--- config.mk ---
export PLATFORM = sky130hd
export DESIGN_NAME = pio_byte_port
export DESIGN_NICKNAME = d
export VERILOG_FILES = /design/src/rtl/pio_pkg.sv /design/src/rtl/pio_sync.sv /design/src/rtl/pio_regs.sv /design/src/rtl/pio_pinmux.sv /design/src/rtl/pio_byte_port.sv
export SDC_FILE = /design/constraint.sdc
export NUM_CORES = 1
export LEC_CHECK = 0
export CAP_MARGIN = 25
export CORE_MARGIN = 4
export CORE_UTILIZATION = 49
export CTS_BUF_LIST = sky130_fd_sc_hd__clkbuf_16
export CTS_CLUSTER_SIZE = 20
export DETAILED_ROUTE_END_ITERATION = 6
export GPL_TIMING_DRIVEN = 1
export PLACE_DENSITY = 0.84
export SETUP_SLACK_MARGIN = 0.5
export SYNTH_ARGS = -nofsm -noshare
export SYNTH_HDL_FRONTEND = slang
export SYNTH_SLANG_ARGS = --single-unit
--- constraint.sdc ---
create_clock -name clk -period 2.85 [get_ports clk]
set_input_delay 0.57 -clock clk [delete_from_list [all_inputs] [get_ports clk]]
set_output_delay 0.57 -clock clk [all_outputs]
set_load 0.01 [all_outputs]
--- src/rtl/pio_pkg.sv ---
package pio_pkg;

  localparam int unsigned OFS_LEVEL = 0;
  localparam int unsigned OFS_DRIVE = 1;
  localparam int unsigned OFS_DIR   = 2;
  localparam int unsigned OFS_FSEL  = 3;
  localparam int unsigned OFS_PULL  = 4;

  typedef enum logic [1:0] {
    SZ_BYTE = 2'd0,
    SZ_HALF = 2'd1,
    SZ_WORD = 2'd2
  } acc_size_e;

  // Pin drive enable: peripheral wins when selected.
  function automatic logic pin_oe(input logic fsel, input logic dir, input logic a_oe);
    return fsel ? a_oe : dir;
  endfunction

  // Pin output value: GPIO value only reaches the pad on output pins.
  function automatic logic pin_val(input logic fsel, input logic dir, input logic drv,
                                   input logic a_out);
    return fsel ? a_out : (dir & drv);
  endfunction

  // Pull is only applied on a pin that is not being driven.
  function automatic logic pull_on(input logic pen, input logic oe);
    return pen & ~oe;
  endfunction

  // Pull direction comes from the drive bit while the pull is on.
  function automatic logic pull_dir(input logic pen, input logic oe, input logic drv);
    return pen & ~oe & drv;
  endfunction

endpackage

--- src/rtl/pio_sync.sv ---
module pio_sync #(
  parameter int unsigned WIDTH  = 8,
  parameter int unsigned STAGES = 2
) (
  input  logic             clk,
  input  logic             rst_n,
  input  logic [WIDTH-1:0] async_i,
  output logic [WIDTH-1:0] sync_o,
  output logic             warm_o
);

  localparam int unsigned CNT_W   = $clog2(STAGES + 1) + 1;
  localparam int unsigned WARM_AT = STAGES;

  logic [WIDTH-1:0] stg [STAGES];
  logic [CNT_W-1:0] warm_cnt;

  for (genvar s = 0; s < STAGES; s++) begin : g_stage
    if (s == 0) begin : g_first
      always_ff @(posedge clk or negedge rst_n) begin
        if (!rst_n) stg[s] <= '0;
        else        stg[s] <= async_i;
      end
    end else begin : g_next
      always_ff @(posedge clk or negedge rst_n) begin
        if (!rst_n) stg[s] <= '0;
        else        stg[s] <= stg[s-1];
      end
    end
  end

  always_ff @(posedge clk or negedge rst_n) begin
    if (!rst_n)                         warm_cnt <= '0;
    else if (warm_cnt < CNT_W'(WARM_AT)) warm_cnt <= warm_cnt + 1'b1;
  end

  assign sync_o = stg[STAGES-1];
  assign warm_o = (warm_cnt >= CNT_W'(WARM_AT));

endmodule

--- src/rtl/pio_regs.sv ---
module pio_regs
  import pio_pkg::*;
#(
  parameter int unsigned WIDTH  = 8,
  parameter int unsigned ADDR_W = 4
) (
  input  logic              clk,
  input  logic              rst_n,
  input  logic              bus_sel,
  input  logic              bus_wr,
  input  logic [1:0]        bus_size,
  input  logic [ADDR_W-1:0] bus_addr,
  input  logic [WIDTH-1:0]  bus_wdata,
  input  logic [WIDTH-1:0]  level_i,
  output logic [WIDTH-1:0]  drive_o,
  output logic [WIDTH-1:0]  dir_o,
  output logic [WIDTH-1:0]  fsel_o,
  output logic [WIDTH-1:0]  pull_o,
  output logic [WIDTH-1:0]  rdata_o
);

  localparam logic [ADDR_W-1:0] A_LEVEL = ADDR_W'(OFS_LEVEL);
  localparam logic [ADDR_W-1:0] A_DRIVE = ADDR_W'(OFS_DRIVE);
  localparam logic [ADDR_W-1:0] A_DIR   = ADDR_W'(OFS_DIR);
  localparam logic [ADDR_W-1:0] A_FSEL  = ADDR_W'(OFS_FSEL);
  localparam logic [ADDR_W-1:0] A_PULL  = ADDR_W'(OFS_PULL);

  logic [WIDTH-1:0] drive_q, dir_q, fsel_q, pull_q, rdata_q;
  logic [WIDTH-1:0] rd_mux;
  logic             size_ok, wr_fire, rd_fire, addr_mapped;

  assign size_ok     = (bus_size == SZ_BYTE);
  assign wr_fire     = bus_sel & bus_wr & size_ok;
  assign rd_fire     = bus_sel & ~bus_wr & size_ok;
  assign addr_mapped = (bus_addr == A_LEVEL) | (bus_addr == A_DRIVE) |
                       (bus_addr == A_DIR)   | (bus_addr == A_FSEL)  |
                       (bus_addr == A_PULL);

  always_ff @(posedge clk or negedge rst_n) begin
    if (!rst_n) begin
      drive_q <= '0;
      dir_q   <= '0;
      fsel_q  <= '0;
      pull_q  <= '0;
    end else if (wr_fire) begin
      unique case (bus_addr)
        A_DRIVE: drive_q <= bus_wdata;
        A_DIR:   dir_q   <= bus_wdata;
        A_FSEL:  fsel_q  <= bus_wdata;
        A_PULL:  pull_q  <= bus_wdata;
        default: ;
      endcase
    end
  end

  always_comb begin
    unique case (bus_addr)
      A_LEVEL: rd_mux = level_i;
      A_DRIVE: rd_mux = drive_q;
      A_DIR:   rd_mux = dir_q;
      A_FSEL:  rd_mux = fsel_q;
      A_PULL:  rd_mux = pull_q;
      default: rd_mux = '0;
    endcase
  end

  always_ff @(posedge clk or negedge rst_n) begin
    if (!rst_n)       rdata_q <= '0;
    else if (rd_fire) rdata_q <= rd_mux;
    else              rdata_q <= '0;
  end

  assign drive_o = drive_q;
  assign dir_o   = dir_q;
  assign fsel_o  = fsel_q;
  assign pull_o  = pull_q;
  assign rdata_o = rdata_q;

  a_r7_size_write_ignored: assert property (@(posedge clk) disable iff (!rst_n)
    (bus_sel && bus_wr && !size_ok) |=>
      ($stable(drive_q) && $stable(dir_q) && $stable(fsel_q) && $stable(pull_q)));

  a_r7_size_read_zero: assert property (@(posedge clk) disable iff (!rst_n)
    (bus_sel && !bus_wr && !size_ok) |=> (rdata_o == '0));

  a_r8_unmapped_read_zero: assert property (@(posedge clk) disable iff (!rst_n)
    (bus_sel && !bus_wr && !addr_mapped) |=> (rdata_o == '0));

  a_r8_level_write_ignored: assert property (@(posedge clk) disable iff (!rst_n)
    (wr_fire && bus_addr == A_LEVEL) |=>
      ($stable(drive_q) && $stable(dir_q) && $stable(fsel_q) && $stable(pull_q)));

  a_r9_dir_readback: assert property (@(posedge clk) disable iff (!rst_n)
    (rd_fire && bus_addr == A_DIR) |=> (rdata_o == $past(dir_q)));

endmodule

--- src/rtl/pio_pinmux.sv ---
module pio_pinmux
  import pio_pkg::*;
#(
  parameter int unsigned WIDTH = 8
) (
  input  logic             clk,
  input  logic             rst_n,
  input  logic [WIDTH-1:0] drive_i,
  input  logic [WIDTH-1:0] dir_i,
  input  logic [WIDTH-1:0] fsel_i,
  input  logic [WIDTH-1:0] pull_i,
  input  logic [WIDTH-1:0] alt_out,
  input  logic [WIDTH-1:0] alt_oe,
  output logic [WIDTH-1:0] pad_out,
  output logic [WIDTH-1:0] pad_oe,
  output logic [WIDTH-1:0] pull_en,
  output logic [WIDTH-1:0] pull_up
);

  for (genvar i = 0; i < WIDTH; i++) begin : g_pin
    assign pad_oe[i]  = pin_oe(fsel_i[i], dir_i[i], alt_oe[i]);
    assign pad_out[i] = pin_val(fsel_i[i], dir_i[i], drive_i[i], alt_out[i]);
    assign pull_en[i] = pull_on(pull_i[i], pad_oe[i]);
    assign pull_up[i] = pull_dir(pull_i[i], pad_oe[i], drive_i[i]);

    a_r5_alt_route: assert property (@(posedge clk) disable iff (!rst_n)
      fsel_i[i] |-> (pad_oe[i] == alt_oe[i] && pad_out[i] == alt_out[i]));

    a_r3_input_quiet: assert property (@(posedge clk) disable iff (!rst_n)
      (!fsel_i[i] && !dir_i[i]) |-> (!pad_out[i] && !pad_oe[i]));

    a_r6_no_pull_while_driving: assert property (@(posedge clk) disable iff (!rst_n)
      pad_oe[i] |-> (!pull_en[i] && !pull_up[i]));
  end

endmodule

--- src/rtl/pio_byte_port.sv ---
module pio_byte_port
  import pio_pkg::*;
#(
  parameter int unsigned WIDTH       = 8,
  parameter int unsigned ADDR_W      = 4,
  parameter int unsigned SYNC_STAGES = 2
) (
  input  logic              clk,
  input  logic              rst_n,
  input  logic              bus_sel,
  input  logic              bus_wr,
  input  logic [1:0]        bus_size,
  input  logic [ADDR_W-1:0] bus_addr,
  input  logic [WIDTH-1:0]  bus_wdata,
  output logic [WIDTH-1:0]  bus_rdata,
  input  logic [WIDTH-1:0]  pin_in,
  input  logic [WIDTH-1:0]  alt_out,
  input  logic [WIDTH-1:0]  alt_oe,
  output logic [WIDTH-1:0]  pad_out,
  output logic [WIDTH-1:0]  pad_oe,
  output logic [WIDTH-1:0]  pull_en,
  output logic [WIDTH-1:0]  pull_up
);

  logic [WIDTH-1:0] level_sync;
  logic             sync_warm;
  logic [WIDTH-1:0] drive_r, dir_r, fsel_r, pull_r;

  pio_sync #(.WIDTH(WIDTH), .STAGES(SYNC_STAGES)) u_sync (
    .clk     (clk),
    .rst_n   (rst_n),
    .async_i (pin_in),
    .sync_o  (level_sync),
    .warm_o  (sync_warm)
  );

  pio_regs #(.WIDTH(WIDTH), .ADDR_W(ADDR_W)) u_regs (
    .clk       (clk),
    .rst_n     (rst_n),
    .bus_sel   (bus_sel),
    .bus_wr    (bus_wr),
    .bus_size  (bus_size),
    .bus_addr  (bus_addr),
    .bus_wdata (bus_wdata),
    .level_i   (level_sync),
    .drive_o   (drive_r),
    .dir_o     (dir_r),
    .fsel_o    (fsel_r),
    .pull_o    (pull_r),
    .rdata_o   (bus_rdata)
  );

  pio_pinmux #(.WIDTH(WIDTH)) u_pinmux (
    .clk     (clk),
    .rst_n   (rst_n),
    .drive_i (drive_r),
    .dir_i   (dir_r),
    .fsel_i  (fsel_r),
    .pull_i  (pull_r),
    .alt_out (alt_out),
    .alt_oe  (alt_oe),
    .pad_out (pad_out),
    .pad_oe  (pad_oe),
    .pull_en (pull_en),
    .pull_up (pull_up)
  );

  if (SYNC_STAGES == 2) begin : g_lat_chk
    a_r4_level_latency: assert property (@(posedge clk) disable iff (!rst_n)
      (sync_warm && bus_sel && !bus_wr && bus_size == SZ_BYTE &&
       bus_addr == ADDR_W'(OFS_LEVEL)) |=> (bus_rdata == $past(pin_in, 3)));
  end

endmodule

==> out/results.ini <==
[timing]
finalHoldViolCount=0
slew_headroom_pct=43.5
skew_ps=3.33
rsz0062_at_grt=false
min_period_ps=2300
setup_viol=0
slew_violations=0
fmax_ghz=0.434
tightest_slew_ps=840
fin_crit_sh_pct=80.8
whs_ps=350
tns_ps=0

[detailed_routing]
vias=1973
wl_um=6460
drt-initial-drc-count=113
ant_nets=0
avgRoutedWirePerCell_um=18.0
drt-vias-per-instance=5.50
firstDrtPassIters=4
drc_errors=0

[setup_path]
path_common_cell=clkdlybuf4s50_1
path_max_fanout=1
start_kind=primary input
reg2reg_from=u_regs.fsel_o[3]
cpMaxStageDelayCell=clkdlybuf4s50_1
cp-startpoint=alt_out[7]
endpoint_kind=output port
criticalPathCategory=in2out
worstPathRequired_ps=2280
path_buf_inv=2
arrival_ps=1730
critPathMaxStageDelay_ps=540
crit_chain=clkdlybuf4s50_1 > a22o_1 > clkdlybuf4s50_1
cp_top_family=buffers and inverters

[global_routing]
overflow=0
track_usage_pct=21.3
grt_first_pass_wirelength_um=10500
grt_max_degree=57
antenna_found_initial=0
grt_pass1_vias=2118

[placed_design]
hpwl_um=4630
dp_cells=351
numPortBuffers=81
gp_congestion=0.754

[min_path]
hp-start=u_sync.stg[12]
worstHoldPathType=reg2reg

[yosys]
synth_seq_cells=56
ys.flop_type=dfrtp_1
synth_edf_count=0
synth.avg_cell_area_sq_um=12.6
synthArstFlopShare_pct=100
synth_cell_types=29
ys_warn_count=0
seq_area_frac_synth_pct=55.3
synth_nets=243
netlist_instances=201
synth_area_sq_mm=0.00253

[layout]
antenna-diode-count=0
utilization_pct=73.9
synthToLayoutAreaGrowth_pct=42.3
nets=333
finalNonFillerCells=359
drive_gt1_share_pct=24.0
nFillCells=349

[power]
powerDensity_mw_per_mm2=485
max-vdd-ir-drop_mv=0.290
internal_power_mw=1.33
seqPwrFrac_pct=50.6
p_total_mw=1.75
comb_power_share_pct=16.5
switching_power_uw=418
p_clk_share_pct=32.9
switching_share_pct=23.9
p_leak_nw=1.78

[die]
io_pins=82
core_sq_mm=0.00488
dieArea_sq_mm=0.00639
die_w_um=79.9
start_util_pct=51.9
die_h_um=79.9
rows=25

[clock_network]
cts_max_level=2
clk_path_buf_depth=2
path_clk_slew_ps=70
clock_latency_ps=290
cts_tree=built
root_buffer=clkbuf_16
clock-sinks=56
cts_hold_buf=0
cts_buffers=5

[status]
status=finished, final reports clean

[flow_run]
max-cap-violations=0

==> cell families (layout without fill, tap and decap cells) <==
family | Yosys count | count (layout) | share of synthesized area, %
flip-flops | 56 | 56 | 55.3
buffers and inverters | 14 | 105 | 2.17
AND/OR/NAND/NOR | 51 | 51 | 14.0
multiplexers | 44 | 44 | 19.5
AO/OA/AOI/OAI | 36 | 36 | 9.03
==> cell type report <==
class	count	area, sq um	share of cell area, %
clock inverters	3	11.3	0.312
multi-input cells	131	1110	30.7
clock buffers	5	125	3.47
flip-flops and latches	56	1400	38.9
repair buffers	89	846	23.5
well taps	67	83.8	2.32
inverters	8	30.0	0.833
==> registers in the layout, indices dropped and copies added (netlist names) <==
register / flops
u_regs.dir_o: 8
u_regs.pull_o: 8
u_regs.rdata_o: 8
u_regs.fsel_o: 8
u_regs.drive_o: 8
u_sync.sync_o: 8
u_sync.stg: 8
==> cells in the mapped netlist, drive strengths merged (2+ instances only) <==
master	count	area share [%]
a22oi	7	2.1
dfrtp	56	55
clkbuf	4	0.64
and2	8	2.0
o21ai	5	0.99
a21oi	15	3.0
and3	8	2.0
mux2	43	19
and3b	8	2.8
nand2	5	0.74
nor2	3	0.44
a22o	8	2.8
nor2b	8	2.0
nand3	3	0.99
inv	8	1.2
buf	2	0.35
==> power groups by stage <==
stage	Sequential [mW]	Clock [mW]	Combinational [mW]
final	0.885	0.575	0.289
after global routing	0.892	0.611	0.313
after floorplan	0.883	0	0.127
after detailed placement	0.898	0	0.291
after CTS	0.884	0.583	0.290
after global placement	0.894	0	0.281
==> stage by stage <==
stage | cell area (sq um) | setup slack (ps)
3_3_place_gp | 3460 | 387
5_1_grt | 3610 | 508
3_5_place_dp | 3460 | 324
4_1_cts | 3610 | 542
2_1_floorplan | 2530 | 1020
6_report | 3610 | 548
==> worst paths after layout <==
kind / to / slack (ps) / cells after the start
worst min-delay path: u_sync.sync_o[4] / 350 / 0
min in group asynchronous: u_sync.sync_o[1] / 410 / 2
worst max-delay path: pad_out[7] / 550 / 3
max in group asynchronous: u_regs.pull_o[2] / 1990 / 2
worst max register to register: u_regs.rdata_o[3] / 1710 / 3
worst min register to register: u_sync.sync_o[4] / 350 / 0
==> what timing repair did <==
| item | 4_1_cts | 5_1_grt |
|---|---|---|
| setup buffers | 0 | 0 |
| setup endpoints to repair | 16 | 0 |
| resized for setup | 24 | 0 |
==> cell usage in the layout, fill, tap and decap left out <==
cell type | synthesis | final
a21oi_1 | 15 | 7
a21oi_2 | 0 | 8
a22o_1 | 8 | 8
a22oi_1 | 7 | 7
a31oi_1 | 1 | 1
and2_1 | 8 | 8
and3_1 | 8 | 8
and3b_1 | 8 | 8
buf_2 | 1 | 1
buf_4 | 0 | 8
clkbuf_16 | 0 | 5
clkdlybuf4s50_1 | 0 | 64
clkinv_1 | 0 | 1
dfrtp_1 | 56 | 56
dlygate4sd2_1 | 0 | 16
inv_1 | 8 | 10
mux2_2 | 43 | 43
mux2i_1 | 1 | 1
nand2_1 | 5 | 5
nand3_1 | 1 | 1
nand3_2 | 2 | 2
nand3b_2 | 1 | 1
nand4_1 | 1 | 1
nor2_1 | 3 | 3
nor2b_1 | 8 | 8
nor3_1 | 1 | 1
nor3b_4 | 1 | 1
nor4_1 | 1 | 1
nor4b_2 | 1 | 1
nor4bb_1 | 1 | 1
o21ai_0 | 5 | 5
or4_1 | 1 | 1
==> layer usage <==
layer / routed length (um) / up-vias / global-route usage [%] / share of wire (%)
met5: 0 / - / 0 / 0
met4: 72 / 0 / 6.08 / 1.1
met3: 402 / 6 / 4.63 / 6.2
met2: 3360 / 71 / 36.7 / 52
met1: 2630 / 989 / 26.9 / 41
li1: - / 907 / - / -
Power figures use the tool's default switching activity.
